--- src/rtl/exc_seq.sv ---
module exc_seq #(
  parameter int AW = 32,
  parameter int VALIGN = 5
) (
  input  logic          clk,
  input  logic          rst_n,
  input  logic          req_reset,
  input  logic          req_undef,
  input  logic          req_svc,
  input  logic          req_pabt,
  input  logic          req_dabt,
  input  logic          irq,
  input  logic          fiq,
  input  logic          ret_req,
  input  logic [AW-1:0] cur_pc,
  input  logic          vbase_we,
  input  logic [AW-1:0] vbase_in,
  input  logic          flags_we,
  input  logic [3:0]    flags_in,
  output logic          pc_load,
  output logic [AW-1:0] pc_target,
  output logic [4:0]    mode,
  output logic          irq_dis,
  output logic          fiq_dis,
  output logic [3:0]    flags
);
  localparam logic [4:0] M_USR = 5'b10000, M_FIQ = 5'b10001, M_IRQ = 5'b10010,
                         M_SVC = 5'b10011, M_ABT = 5'b10111, M_UND = 5'b11011;
  localparam int NBANK = 5;
  localparam int SW = 11;

  logic [AW-1:0] vbase;
  logic [AW-1:0] lr_bank [NBANK];
  logic [SW-1:0] sps_bank [NBANK];

  logic fiq_ok, irq_ok, take, set_f, save;
  logic [4:0] tgt_mode;
  logic [4:0] off;
  logic [2:0] tb, cb;
  logic ret_ok;
  logic [SW-1:0] cur_word, rest_word;

  function automatic logic [2:0] bank_of(input logic [4:0] m);
    case (m)
      M_FIQ:   return 3'd0;
      M_IRQ:   return 3'd1;
      M_SVC:   return 3'd2;
      M_ABT:   return 3'd3;
      default: return 3'd4;
    endcase
  endfunction

  assign fiq_ok = fiq & ~fiq_dis;
  assign irq_ok = irq & ~irq_dis;

  always_comb begin
    take = 1'b1; set_f = 1'b0; save = 1'b1;
    tgt_mode = M_SVC; off = 5'h00;
    if (req_reset) begin
      set_f = 1'b1; save = 1'b0;
    end else if (req_dabt) begin
      tgt_mode = M_ABT; off = 5'h10;
    end else if (fiq_ok) begin
      tgt_mode = M_FIQ; off = 5'h1C; set_f = 1'b1;
    end else if (irq_ok) begin
      tgt_mode = M_IRQ; off = 5'h18;
    end else if (req_pabt) begin
      tgt_mode = M_ABT; off = 5'h0C;
    end else if (req_undef) begin
      tgt_mode = M_UND; off = 5'h04;
    end else if (req_svc) begin
      off = 5'h08;
    end else begin
      take = 1'b0; save = 1'b0;
    end
  end

  assign tb        = bank_of(tgt_mode);
  assign cb        = bank_of(mode);
  assign ret_ok    = ret_req & (mode != M_USR) & ~take;
  assign cur_word  = {flags, irq_dis, fiq_dis, mode};
  assign rest_word = sps_bank[cb];

  always_ff @(posedge clk) begin
    if (!rst_n) begin
      for (int k = 0; k < NBANK; k++) begin
        lr_bank[k]  <= '0;
        sps_bank[k] <= {4'b0, 1'b0, 1'b0, M_USR};
      end
    end else if (save) begin
      lr_bank[tb]  <= cur_pc + AW'(4);
      sps_bank[tb] <= cur_word;
    end
  end

  always_ff @(posedge clk) begin
    if (!rst_n) begin
      vbase     <= '0;
      mode      <= M_SVC;
      irq_dis   <= 1'b1;
      fiq_dis   <= 1'b1;
      flags     <= '0;
      pc_load   <= 1'b0;
      pc_target <= '0;
    end else begin
      if (vbase_we) vbase <= {vbase_in[AW-1:VALIGN], VALIGN'(0)};
      pc_load <= take | ret_ok;
      if (take) begin
        mode      <= tgt_mode;
        irq_dis   <= 1'b1;
        if (set_f) fiq_dis <= 1'b1;
        pc_target <= vbase + AW'(off);
      end else if (ret_ok) begin
        {flags, irq_dis, fiq_dis, mode} <= rest_word;
        pc_target <= lr_bank[cb];
      end else if (flags_we) begin
        flags <= flags_in;
      end
    end
  end

  assert_priv_entry_R2: assert property (@(posedge clk) disable iff (!rst_n)
    take |=> (mode != M_USR && irq_dis));
  assert_irq_mask_R7: assert property (@(posedge clk) disable iff (!rst_n)
    (irq_dis && !fiq_ok && !req_reset && !req_dabt && !req_pabt && !req_undef && !req_svc && !ret_req)
      |=> !pc_load);
  assert_user_ret_R8: assert property (@(posedge clk) disable iff (!rst_n)
    (ret_req && mode == M_USR && !take) |=> (mode == M_USR && !pc_load));
  assert_fiq_sets_f_R5: assert property (@(posedge clk) disable iff (!rst_n)
    (fiq && !fiq_dis && !req_reset && !req_dabt) |=> (fiq_dis && mode == M_FIQ));
  assert_pulse_R10: assert property (@(posedge clk) disable iff (!rst_n)
    (!take && !ret_ok) |=> !pc_load);
endmodule

--- config.mk ---
export PLATFORM = sky130hd
export DESIGN_NAME = exc_seq
export DESIGN_NICKNAME = d
export VERILOG_FILES = /design/src/rtl/exc_seq.sv
export SDC_FILE = /design/constraint.sdc
export NUM_CORES = 1
export LEC_CHECK = 0
export BUFFER_PORTS_ARGS = -buffer_cell sky130_fd_sc_hd__clkbuf_2
export CAP_MARGIN = 20
export CORE_UTILIZATION = 62
export CTS_CLUSTER_DIAMETER = 100
export DETAILED_ROUTE_END_ITERATION = 8
export HOLD_SLACK_MARGIN = 0.02
export PLACE_DENSITY = 0.83
export SLEW_MARGIN = 20
export SYNTH_ARGS = -nofsm -noshare
export SYNTH_HDL_FRONTEND = slang
export SYNTH_SLANG_ARGS = --single-unit
--- constraint.sdc ---
create_clock -name clk -period 7.4 [get_ports clk]
set_clock_uncertainty 0.2 [all_clocks]
set_input_delay 1.48 -clock clk [delete_from_list [all_inputs] [get_ports clk]]
set_output_delay 1.48 -clock clk [all_outputs]
set_load 0.01 [all_outputs]
==> run summary, run 1 <==
Status: finished clean
Drt wl/cell: 23.0 um
Synth Instances: 1131
CP Class: in2reg
Clock Tree Buf Depth: 3
Power density cells: 240 mW/mm2
First-pass GRT wire length: 53.1 mm
Clk_lat worst skew: 0.55 ns
First-pass DRT Iterations: 6
Worst slew pin tran: 1.07 ns
Tot GR Track Use: 32.8%
Number of enable flip-flop cells after synthesis: 215
Ys Warns: 0
Worst reg2reg path endpoint: lr_bank[4][6]$_SDFFCE_PN0P_
Element type at the critical path start: input port
Core area: 0.0202 mm2
R2R depth: 7
Syn avg cell area: 11.3 um2
Post-layout util: 71.4%
Final wirelength: 34.7 mm
Root Buffer: clkbuf_16
Resized Gates After CTS: 0
Largest net degree at the start of global routing: 46
Max cap viols: 0
Layout area overhead: 12.5%
Grt ovf: 0
DIE WIDTH: 146 um
F_max: 220 MHz
Placed Cells: 1460
Vias/cell: 6.50
Die height: 146 um
Worst Setup End Kind: register
CP max stage cell: nor3_2
Die footprint: 0.0213 mm2
CP Launch Point: rst_n
Critical Path RT: 7.43 ns
GP Congestion: 0.876
Crit path capture: lr_bank[4][6]$_SDFFCE_PN0P_
DR vias: 9825
DR DRC count: 0
Post-DP HPWL: 21.7 mm
Clock Power Share: 39.9%
Finish-stage setup viols: 0
Clk pin slew, worst setup/hold paths: 0.06 ns
Int Pwr: 0.00266 W
I/O pin total: 124
Nets@finish: 1302
Buffer count from post-CTS setup fixing: 0
H-tree levels: 1
Cts-stage hold buffer count: 0
Share of layout cells above drive strength 1: 18.0%
Ys flop type: edfxtp_1
RSZ-0062 raised after global routing: no
Fin crit share: 61.5%
Comb pwr share: 7.7%
FFs w/ async S/R, synth: 0%
TritonCTS Buffers: 29
Vias in the first global route: 9222
Worst hold path class: reg2reg
Final hold vios: 0
Final Slew Violations: 0
Sequential share of power: 52.4%
Reg2reg setup slack: 3.59 ns
Final cell count without fillers: 1512
Initial antenna violation count: 0
Worst path arrival time: 4.58 ns
Switch Pwr: 0.000796 W
Most frequent cells in the layout: nor2_1 (215), edfxtp_1 (215), clkbuf_2 (119)
# rows: 52
Static leakage: 5.78 nW
Setup TNS: 0 ns
1st-iter DRT viols: 1437
Clock Sinks: 286
Slowest stage delay, CP: 0.77 ns
PortBufs: 118
Initial Util: 63.4%
TritonCTS clock tree: yes
Crit path max fanout: 34
VDD IR max: 0.146 mV
N_diodes: 0
Mapped Area: 0.0128 mm2
Synthesized flop and latch total: 286
Netlist cell types: 78
Final hold slack: 0.254 ns
Worst R2R Start: irq_dis$_SDFFE_PP1P_
Max_slew headroom: 28.4%
Crit path time final: 4.55 ns
Switching Fraction: 23.0%
Sequential share of the synthesized area: 61.4%
Cells along the critical path: clkbuf_2 > nand2_1 > nor3_2 > nand2_1 > buf_4 > nand2_2 > buf_4
Detail Route Antenna Nets: 0
==> through the flow <==
stage | total power, W | cell area [um2] | setup slack, ns
finish | 0.00346 | 14400 | 2.85
global route | 0.00354 | 14400 | 2.76
CTS | 0.00345 | 14400 | 2.99
detailed placement | 0.00211 | 13600 | 2.46
global placement | 0.00210 | 13600 | 2.55
floorplan | 0.00200 | 12800 | 3.37
==> power by group through the flow <==
stage,combinational [W],sequential (W),clock (W)
finish,0.000267,0.00181,0.00138
global route,0.000286,0.00182,0.00144
CTS,0.000263,0.00181,0.00138
detailed placement,0.000261,0.00185,0
global placement,0.000255,0.00184,0
floorplan,0.000157,0.00184,0
==> Yosys cell counts, drive strengths merged (2+ instances only) <==
library cell	number	area, um2
nor2	219	837
edfxtp	215	6460
dfxtp	71	1420
nand2	62	240
mux2i	47	470
clkbuf	43	161
and2	42	263
a21oi	39	195
buf	38	225
and3	34	213
o21ai	34	170
nor3	28	155
nand3	24	125
o22ai	24	150
a221oi	20	244
xnor2	17	156
a211oi	16	120
a31oi	16	100
a22oi	14	105
xor2	14	123
a221o	10	100
inv	10	37.5
nand2b	10	62.6
nand4	9	56.3
o221ai	9	78.8
or2	6	37.5
nor4	5	31.3
o211ai	4	35.0
nand3b	3	26.3
nor3b	3	22.5
o31ai	3	36.3
a211o	2	17.5
a311oi	2	17.5
and2b	2	15.0
and4	2	17.5
mux2	2	22.5
nor2b	2	12.5
o211a	2	20.0
o21a	2	15.0
o22a	2	17.5
o2bb2ai	2	17.5
==> logic make-up (layout without fill, tap and decap cells) <==
logic type | Yosys count | after routing | share of synthesized area (%)
adders and majority gates | 1 | 1 | 0.0975
other | 1 | 2 | 0.0292
AOI/OAI and AO/OA | 213 | 213 | 12.1
xor gates and xnor gates | 31 | 31 | 2.17
buffers and inverters | 91 | 201 | 3.30
DFF | 286 | 286 | 61.4
and+or+nand+nor | 459 | 459 | 17.0
muxes | 49 | 49 | 3.84
==> state kept, by name, summed over array words and instances, names as in the netlist <==
name,flops
lr_bank,160
sps_bank,55
irq_dis,1
pc_target,32
vbase,27
fiq_dis,1
mode,5
pc_load,1
flags,4
==> per-layer routing <==
layer | routed length, um | vias up | track usage, %
met1 | 12800 | 4631 | 45.4
met5 | 0 | - | 0
met4 | 1060 | 0 | 11.3
met3 | 4430 | 97 | 5.99
met2 | 16400 | 760 | 52.5
li1 | - | 4337 | -
==> cell type report <==
class | count | area (um2)
Sequential cell | 286 | 7880
Multi-Input combinational cell | 755 | 4550
Clock buffer | 39 | 805
Inverter | 10 | 37.5
Fill cell | 1324 | 5790
Timing Repair Buffer | 139 | 748
Clock inverter | 13 | 88.8
Tap cell | 270 | 338
==> worst max-delay path: cells and delay by family <==
kind          cells  cell delay (ns)
buf+inv           3             1.22
simple gates      4             1.85
==> worst min path at each step <==
stage	start	endpoint	slack, ns	depth (start not counted)
final	vbase[31]$_SDFFE_PN0P_	pc_target[31]$_SDFFE_PN0P_	0.25	2
after detailed placement	vbase[30]$_SDFFE_PN0P_	pc_target[30]$_SDFFE_PN0P_	0.25	2
after floorplan	vbase[11]$_SDFFE_PN0P_	pc_target[11]$_SDFFE_PN0P_	0.23	2
after CTS	vbase[30]$_SDFFE_PN0P_	pc_target[30]$_SDFFE_PN0P_	0.25	2
after global placement	vbase[30]$_SDFFE_PN0P_	pc_target[30]$_SDFFE_PN0P_	0.24	2
after global routing	vbase[31]$_SDFFE_PN0P_	pc_target[31]$_SDFFE_PN0P_	0.27	2
Power figures use the tool's default switching activity.
==> inputs of run 2 (changes only) <==
--- a/config.mk
+++ b/config.mk
@@ -7,11 +7,11 @@
 export LEC_CHECK = 0
 export BUFFER_PORTS_ARGS = -buffer_cell sky130_fd_sc_hd__clkbuf_2
 export CAP_MARGIN = 20
-export CORE_UTILIZATION = 62
+export CORE_UTILIZATION = 58
 export CTS_CLUSTER_DIAMETER = 100
 export DETAILED_ROUTE_END_ITERATION = 8
 export HOLD_SLACK_MARGIN = 0.02
-export PLACE_DENSITY = 0.83
+export PLACE_DENSITY = 0.78
 export SLEW_MARGIN = 20
 export SYNTH_ARGS = -nofsm -noshare
 export SYNTH_HDL_FRONTEND = slang
==> constraint.sdc (replaced) <==
create_clock -name clk -period 4.75 [get_ports clk]
set_clock_uncertainty 0.2 [all_clocks]
set_input_delay 0.95 -clock clk [delete_from_list [all_inputs] [get_ports clk]]
set_output_delay 0.95 -clock clk [all_outputs]
set_load 0.01 [all_outputs]
==> run 2 against run 1 <==
Sequential cell count unchanged. Non-clock buffer count grew 12. First-iteration DRC count is 24% lower. Utilization down 4.2 points. Register-to-register slack worse by 2.2 ns. Total power increased by 59%. Critical path depth is 1 lower. Via count decreased by 1.1%. Setup slack got worse by 1.4 ns.
==> run summary, run 2 (synthesis results as in run 1) <==
TritonCTS clock tree: yes
Critical Path RT: 4.99 ns (-2.44 ns)
Root Buffer: clkbuf_16
Largest net degree at the start of global routing: 45 (-2.2%)
Grt ovf: 0 (unchanged)
Fin crit share: 69.9%
DIE WIDTH: 151 um (+3.3%)
Finish-stage setup viols: 0 (unchanged)
H-tree levels: 1 (unchanged)
Power density cells: 376 mW/mm2 (+57%)
Initial antenna violation count: 1 (+1)
Cell area after placement: 0.0137 mm2 (+1.0%)
Comb pwr share: 7.8% (about the same)
Resized Gates After CTS: 0 (unchanged)
Crit path max fanout: 22 (-35%)
GP Congestion: 0.871 (-0.60%)
Final hold vios: 0 (unchanged)
PortBufs: 118 (unchanged)
Largest register FFs: 160 (unchanged)
Switching Fraction: 22.7% (-0.29 points)
Die height: 151 um (+3.3%)
1st-iter DRT viols: 1098 (-24%)
Max cap viols: 0 (unchanged)
F_max: 301 MHz
Worst path arrival time: 3.56 ns (-1.02 ns)
VDD IR max: 0.367 mV (+150%)
Vias/cell: 6.34 (-2.4%)
Setup TNS: 0 ns (unchanged)
Placed Cells: 1482 (+1.5%)
CP Class: reg2reg
RSZ-0062 raised after global routing: no
Tot GR Track Use: 31.4% (-1.4 points)
Crit path time final: 3.32 ns
Clock Tree Buf Depth: 3 (unchanged)
Final cell count without fillers: 1533 (+1.4%)
Core area: 0.0218 mm2 (+7.5%)
Most frequent cells in the layout: nor2_1 (215), edfxtp_1 (215), clkbuf_2 (118)
First-pass GRT wire length: 52.9 mm (-0.42%)
CP Launch Point: mode[1]$_SDFFE_PN1P_
Layout area overhead: 13.8%
TritonCTS Buffers: 28 (-3.4%)
Max_slew headroom: 28.8% (+0.41 points)
Element type at the critical path start: register
Int Pwr: 0.00425 W (+60%)
Buffer count from post-CTS setup fixing: 0 (unchanged)
Worst Slack Setup Final: 1.43 ns (-1.42 ns)
Worst reg2reg path endpoint: pc_target[19]$_SDFFE_PN0P_
Crit path capture: pc_target[19]$_SDFFE_PN0P_
Final instance area: 0.0146 mm2 (+1.2%)
Worst hold path class: reg2reg
Detail Route Antenna Nets: 0 (unchanged)
N_diodes: 0 (unchanged)
Clk_lat worst skew: 0.54 ns (about the same)
Nets@finish: 1313 (+0.84%)
DR DRC count: 0 (unchanged)
Sequential share of power: 51.3% (-1.1 points)
Vias in the first global route: 9266 (+0.48%)
Dpl ws: 1.29 ns (-1.17 ns)
Worst R2R Start: mode[1]$_SDFFE_PN1P_
Worst slew pin tran: 1.07 ns (-0.00609 ns)
First-pass DRT Iterations: 6 (unchanged)
Reg2reg setup slack: 1.43 ns (-2.16 ns)
Clk pin slew, worst setup/hold paths: 0.06 ns (about the same)
Clock Sinks: 286 (unchanged)
Share of layout cells above drive strength 1: 18.4% (+0.32 points)
R2R depth: 6 (-1)
Status: finished clean
Drt wl/cell: 23.3 um (+1.7%)
Die footprint: 0.0227 mm2 (+6.8%)
Initial Util: 59.0% (-4.4 points)
Reg with most FFs: lr_bank
Switch Pwr: 0.00125 W (+57%)
Final Slew Violations: 0 (unchanged)
# rows: 54 (+3.8%)
Post-DP HPWL: 22.9 mm (+5.7%)
DR vias: 9720 (-1.1%)
I/O pin total: 124 (unchanged)
Final wirelength: 35.8 mm (+3.1%)
Static leakage: 5.86 nW (+1.3%)
Worst Setup End Kind: register
Clock Power Share: 40.8% (+0.9 points)
Cts-stage hold buffer count: 0 (unchanged)
Largest registers: lr_bank x160, sps_bank x55, pc_target x32
## run 2: power groups by stage
stage	clock [W]	sequential [W]	combinational [W]
6_report	0.00225	0.00282	0.000431
2_1_floorplan	0	0.00287	0.000244
3_3_place_gp	0	0.00287	0.000410
3_5_place_dp	0	0.00287	0.000420
4_1_cts	0.00224	0.00282	0.000424
5_1_grt	0.00233	0.00283	0.000461
## run 2: per-stage QoR
step | hold WS (ns) | total power [W] | util, %
after floorplan | 0.229 | 0.00311 | -
after global placement | 0.243 | 0.00328 | 62.9
after detailed placement | 0.245 | 0.00329 | 62.9
after CTS | 0.253 | 0.00549 | 67.2
after global routing | 0.280 | 0.00562 | 67.2
final | 0.251 | 0.00550 | 67.2
## run 2: final cells by class
class,instances,area (um2)
fill,1617,7140
sequential,286,7880
clock buffer,35,748
multi-input combinational,755,4550
timing repair buffer,151,876
inverter,10,37.5
tap,280,350
clock inverter,16,171
## run 2: per-layer routing
metal	track usage, %	vias to the layer above	part of all wire, %
li1	-	4357	-
met1	41.5	4634	39
met2	49.5	628	46
met3	7.82	99	12
met4	13.2	2	3.4
met5	0	-	0.036
## run 2: worst max-delay path: stages, from the launching register on
cell,delay (ns)
dfxtp_1,0.91
and4b_2,0.78
buf_4,0.35
mux2i_1,0.12
a211oi_1,0.47
a221oi_1,0.16
o21ai_1,0.21
## run 2: worst min path at each step
stage                                 startpoint  slack, ns                         end  cells past startpoint
after global routing      vbase[11]$_SDFFE_PN0P_       0.28  pc_target[11]$_SDFFE_PN0P_                      2
after detailed placement  vbase[27]$_SDFFE_PN0P_       0.24  pc_target[27]$_SDFFE_PN0P_                      2
after floorplan           vbase[11]$_SDFFE_PN0P_       0.23  pc_target[11]$_SDFFE_PN0P_                      2
after CTS                  vbase[7]$_SDFFE_PN0P_       0.25   pc_target[7]$_SDFFE_PN0P_                      2
after global placement     vbase[7]$_SDFFE_PN0P_       0.24   pc_target[7]$_SDFFE_PN0P_                      2
final                      vbase[7]$_SDFFE_PN0P_       0.25   pc_target[7]$_SDFFE_PN0P_                      2
==> inputs of run 3 (changes only) <==
==> constraint.sdc (replaced) <==
create_clock -name clk -period 3.25 [get_ports clk]
set_clock_uncertainty 0.2 [all_clocks]
set_input_delay 0.65 -clock clk [delete_from_list [all_inputs] [get_ports clk]]
set_output_delay 0.65 -clock clk [all_outputs]
set_load 0.01 [all_outputs]
==> run 3 against run 2 <==
Total power grew 46%. Register-to-register slack lost 1.1 ns. Non-clock buffer count grew 27. Routed wire length shrank 0.98%. Sequential share of layout area shrank 0.77 points. Sequential cell count is the same. Via count grew 0.48%. Global-route usage shrank 0.18 points. Combinational power grew 51%. Critical path type unchanged. Highest routed layer is now met4.
==> run summary, run 3 (synthesis results as in run 1) <==
Clk pin slew, worst setup/hold paths: 0.06 ns (about the same)
Clock Tree Buf Depth: 3 (unchanged)
Initial antenna violation count: 0 (-1)
Power density cells: 540 mW/mm2 (+43%)
Initial Util: 59.0% (unchanged)
Layout area overhead: 15.5%
Post-layout util: 68.1% (+0.98 points)
DR vias: 9767 (+0.48%)
Final hold vios: 0 (unchanged)
Most frequent cells in the layout: nor2_1 (215), edfxtp_1 (215), clkbuf_2 (123)
Crit path time final: 2.94 ns (-0.381 ns)
Static leakage: 6.01 nW (+2.7%)
Die height: 151 um (unchanged)
VDD IR max: 0.378 mV (+2.8%)
Core area: 0.0218 mm2 (unchanged)
I/O pin total: 124 (unchanged)
1st-iter DRT viols: 1343 (+22%)
Vias in the first global route: 9137 (-1.4%)
# rows: 54 (unchanged)
Worst Setup End Kind: register
Vias/cell: 6.25 (-1.4%)
RSZ-0062 raised after global routing: no
Finish-stage setup viols: 0 (unchanged)
Share of layout cells above drive strength 1: 20.9% (+2.5 points)
Largest register FFs: 160 (unchanged)
H-tree levels: 1 (unchanged)
Drt wl/cell: 22.7 um (-2.8%)
Worst hold path class: in2reg
Fin crit share: 90.5% (+21 points)
FF/Latch Area: 0.00788 mm2 (unchanged)
First-pass DRT Iterations: 5 (-1)
Buffer count from post-CTS setup fixing: 0 (unchanged)
Reg with most FFs: lr_bank
Final Slew Violations: 0 (unchanged)
Largest registers: lr_bank x160, sps_bank x55, pc_target x32
Dpl ws: 0.398 ns (-0.892 ns)
F_max: 340 MHz (+13%)
Status: finished clean
Largest net degree at the start of global routing: 41 (-8.9%)
Root Buffer: clkbuf_16
DR DRC count: 0 (unchanged)
TritonCTS clock tree: yes
Worst slew pin tran: 0.932 ns (-0.135 ns)
N_diodes: 0 (unchanged)
Clk_lat worst skew: 0.55 ns (about the same)
Setup TNS: 0 ns (unchanged)
DIE WIDTH: 151 um (unchanged)
Post-DP HPWL: 23.2 mm (+1.2%)
Nets@finish: 1341 (+2.1%)
Max cap viols: 0 (unchanged)
Tot GR Track Use: 31.3% (-0.18 points)
Fillcell total: 1576 (-2.5%)
Final wirelength: 35.4 mm (-0.98%)
CP Class: reg2reg
Grt ovf: 0 (unchanged)
Die footprint: 0.0227 mm2 (unchanged)
Worst Slack Setup Final: 0.310 ns (-1.12 ns)
Detail Route Antenna Nets: 0 (unchanged)
Element type at the critical path start: register
GP Congestion: 0.891 (+2.3%)
First-pass GRT wire length: 52.4 mm (-0.98%)
Cts-stage hold buffer count: 0 (unchanged)
Resized Gates After CTS: 0 (unchanged)
Crit path max fanout: 14 (-36%)
Worst path arrival time: 3.15 ns (-0.41 ns)
Footprint of the multi-input gates: 0.00455 mm2 (unchanged)
PortBufs: 118 (unchanged)
TritonCTS Buffers: 29 (+3.6%)
Critical Path RT: 3.46 ns (-1.53 ns)
Pwr Total: 0.00800 W (+46%)
Clock Sinks: 286 (unchanged)
Final hold slack: 0.138 ns (-0.113 ns)
Max_slew headroom: 37.6% (+8.8 points)
run 3: changes by cell type in the layout (fill, tap and decap cells not counted):
cell	previous run	this run
clkbuf_2	118	123
clkbuf_1	6	4
clkinv_2	4	5
clkbuf_8	0	7
clkbuf_16	29	30
bufinv_16	4	0
buf_4	30	57
clkinvlp_2	1	0
clkinv_4	0	1
clkinv_1	7	0
inv_6	0	1
run 3: metal layers:
layer,track usage [%],up-vias,wire length [um]
met3,7.33,64,4090
met5,0,-,0
met1,43.3,4685,14200
li1,-,4410,-
met4,9.65,0,741
met2,48.9,608,16400
run 3: area by class of cell:
type	instances	share of cell area (%)
clock buffer	46	5.98
clock inverter	7	0.287
inverter	10	0.253
multi-input combinational	755	30.7
sequential	286	53.1
tap	280	2.36
timing repair buffer	178	7.28
run 3: critical path, stage by stage (launching register included):
cell and delay, ns:
dfxtp_1 0.63, or3b_4 0.48, o31ai_4 0.63, nor2_1 0.29, a311oi_1 0.44, o21ai_0 0.14
run 3: stage by stage:
step / instances / cell area, um2
6_report: 1562 / 14800
5_1_grt: 1562 / 14800
4_1_cts: 1562 / 14800
3_5_place_dp: 1509 / 13900
3_3_place_gp: 1509 / 13900
2_1_floorplan: 1132 / 12800
run 3: power breakdown:
part           internal (W)  switching [W]  leakage (nW)
Combinational      0.000229       0.000422          2.71
Clock               0.00187        0.00136         0.474
Sequential          0.00407      0.0000608          2.83
Total               0.00616        0.00184          6.01
run 3: worst paths after layout:
kind / start / endpoint / slack, ns / cells past startpoint
worst max-delay path: mode[4]$_SDFFE_PN1P_ / mode[0]$_SDFFE_PN1P_ / 0.31 / 5
worst min-delay path: vbase_in[14] / vbase[14]$_SDFFE_PN0P_ / 0.14 / 3
worst max register to register: mode[4]$_SDFFE_PN1P_ / mode[0]$_SDFFE_PN1P_ / 0.31 / 5
worst min register to register: vbase[29]$_SDFFE_PN0P_ / pc_target[29]$_SDFFE_PN0P_ / 0.25 / 2
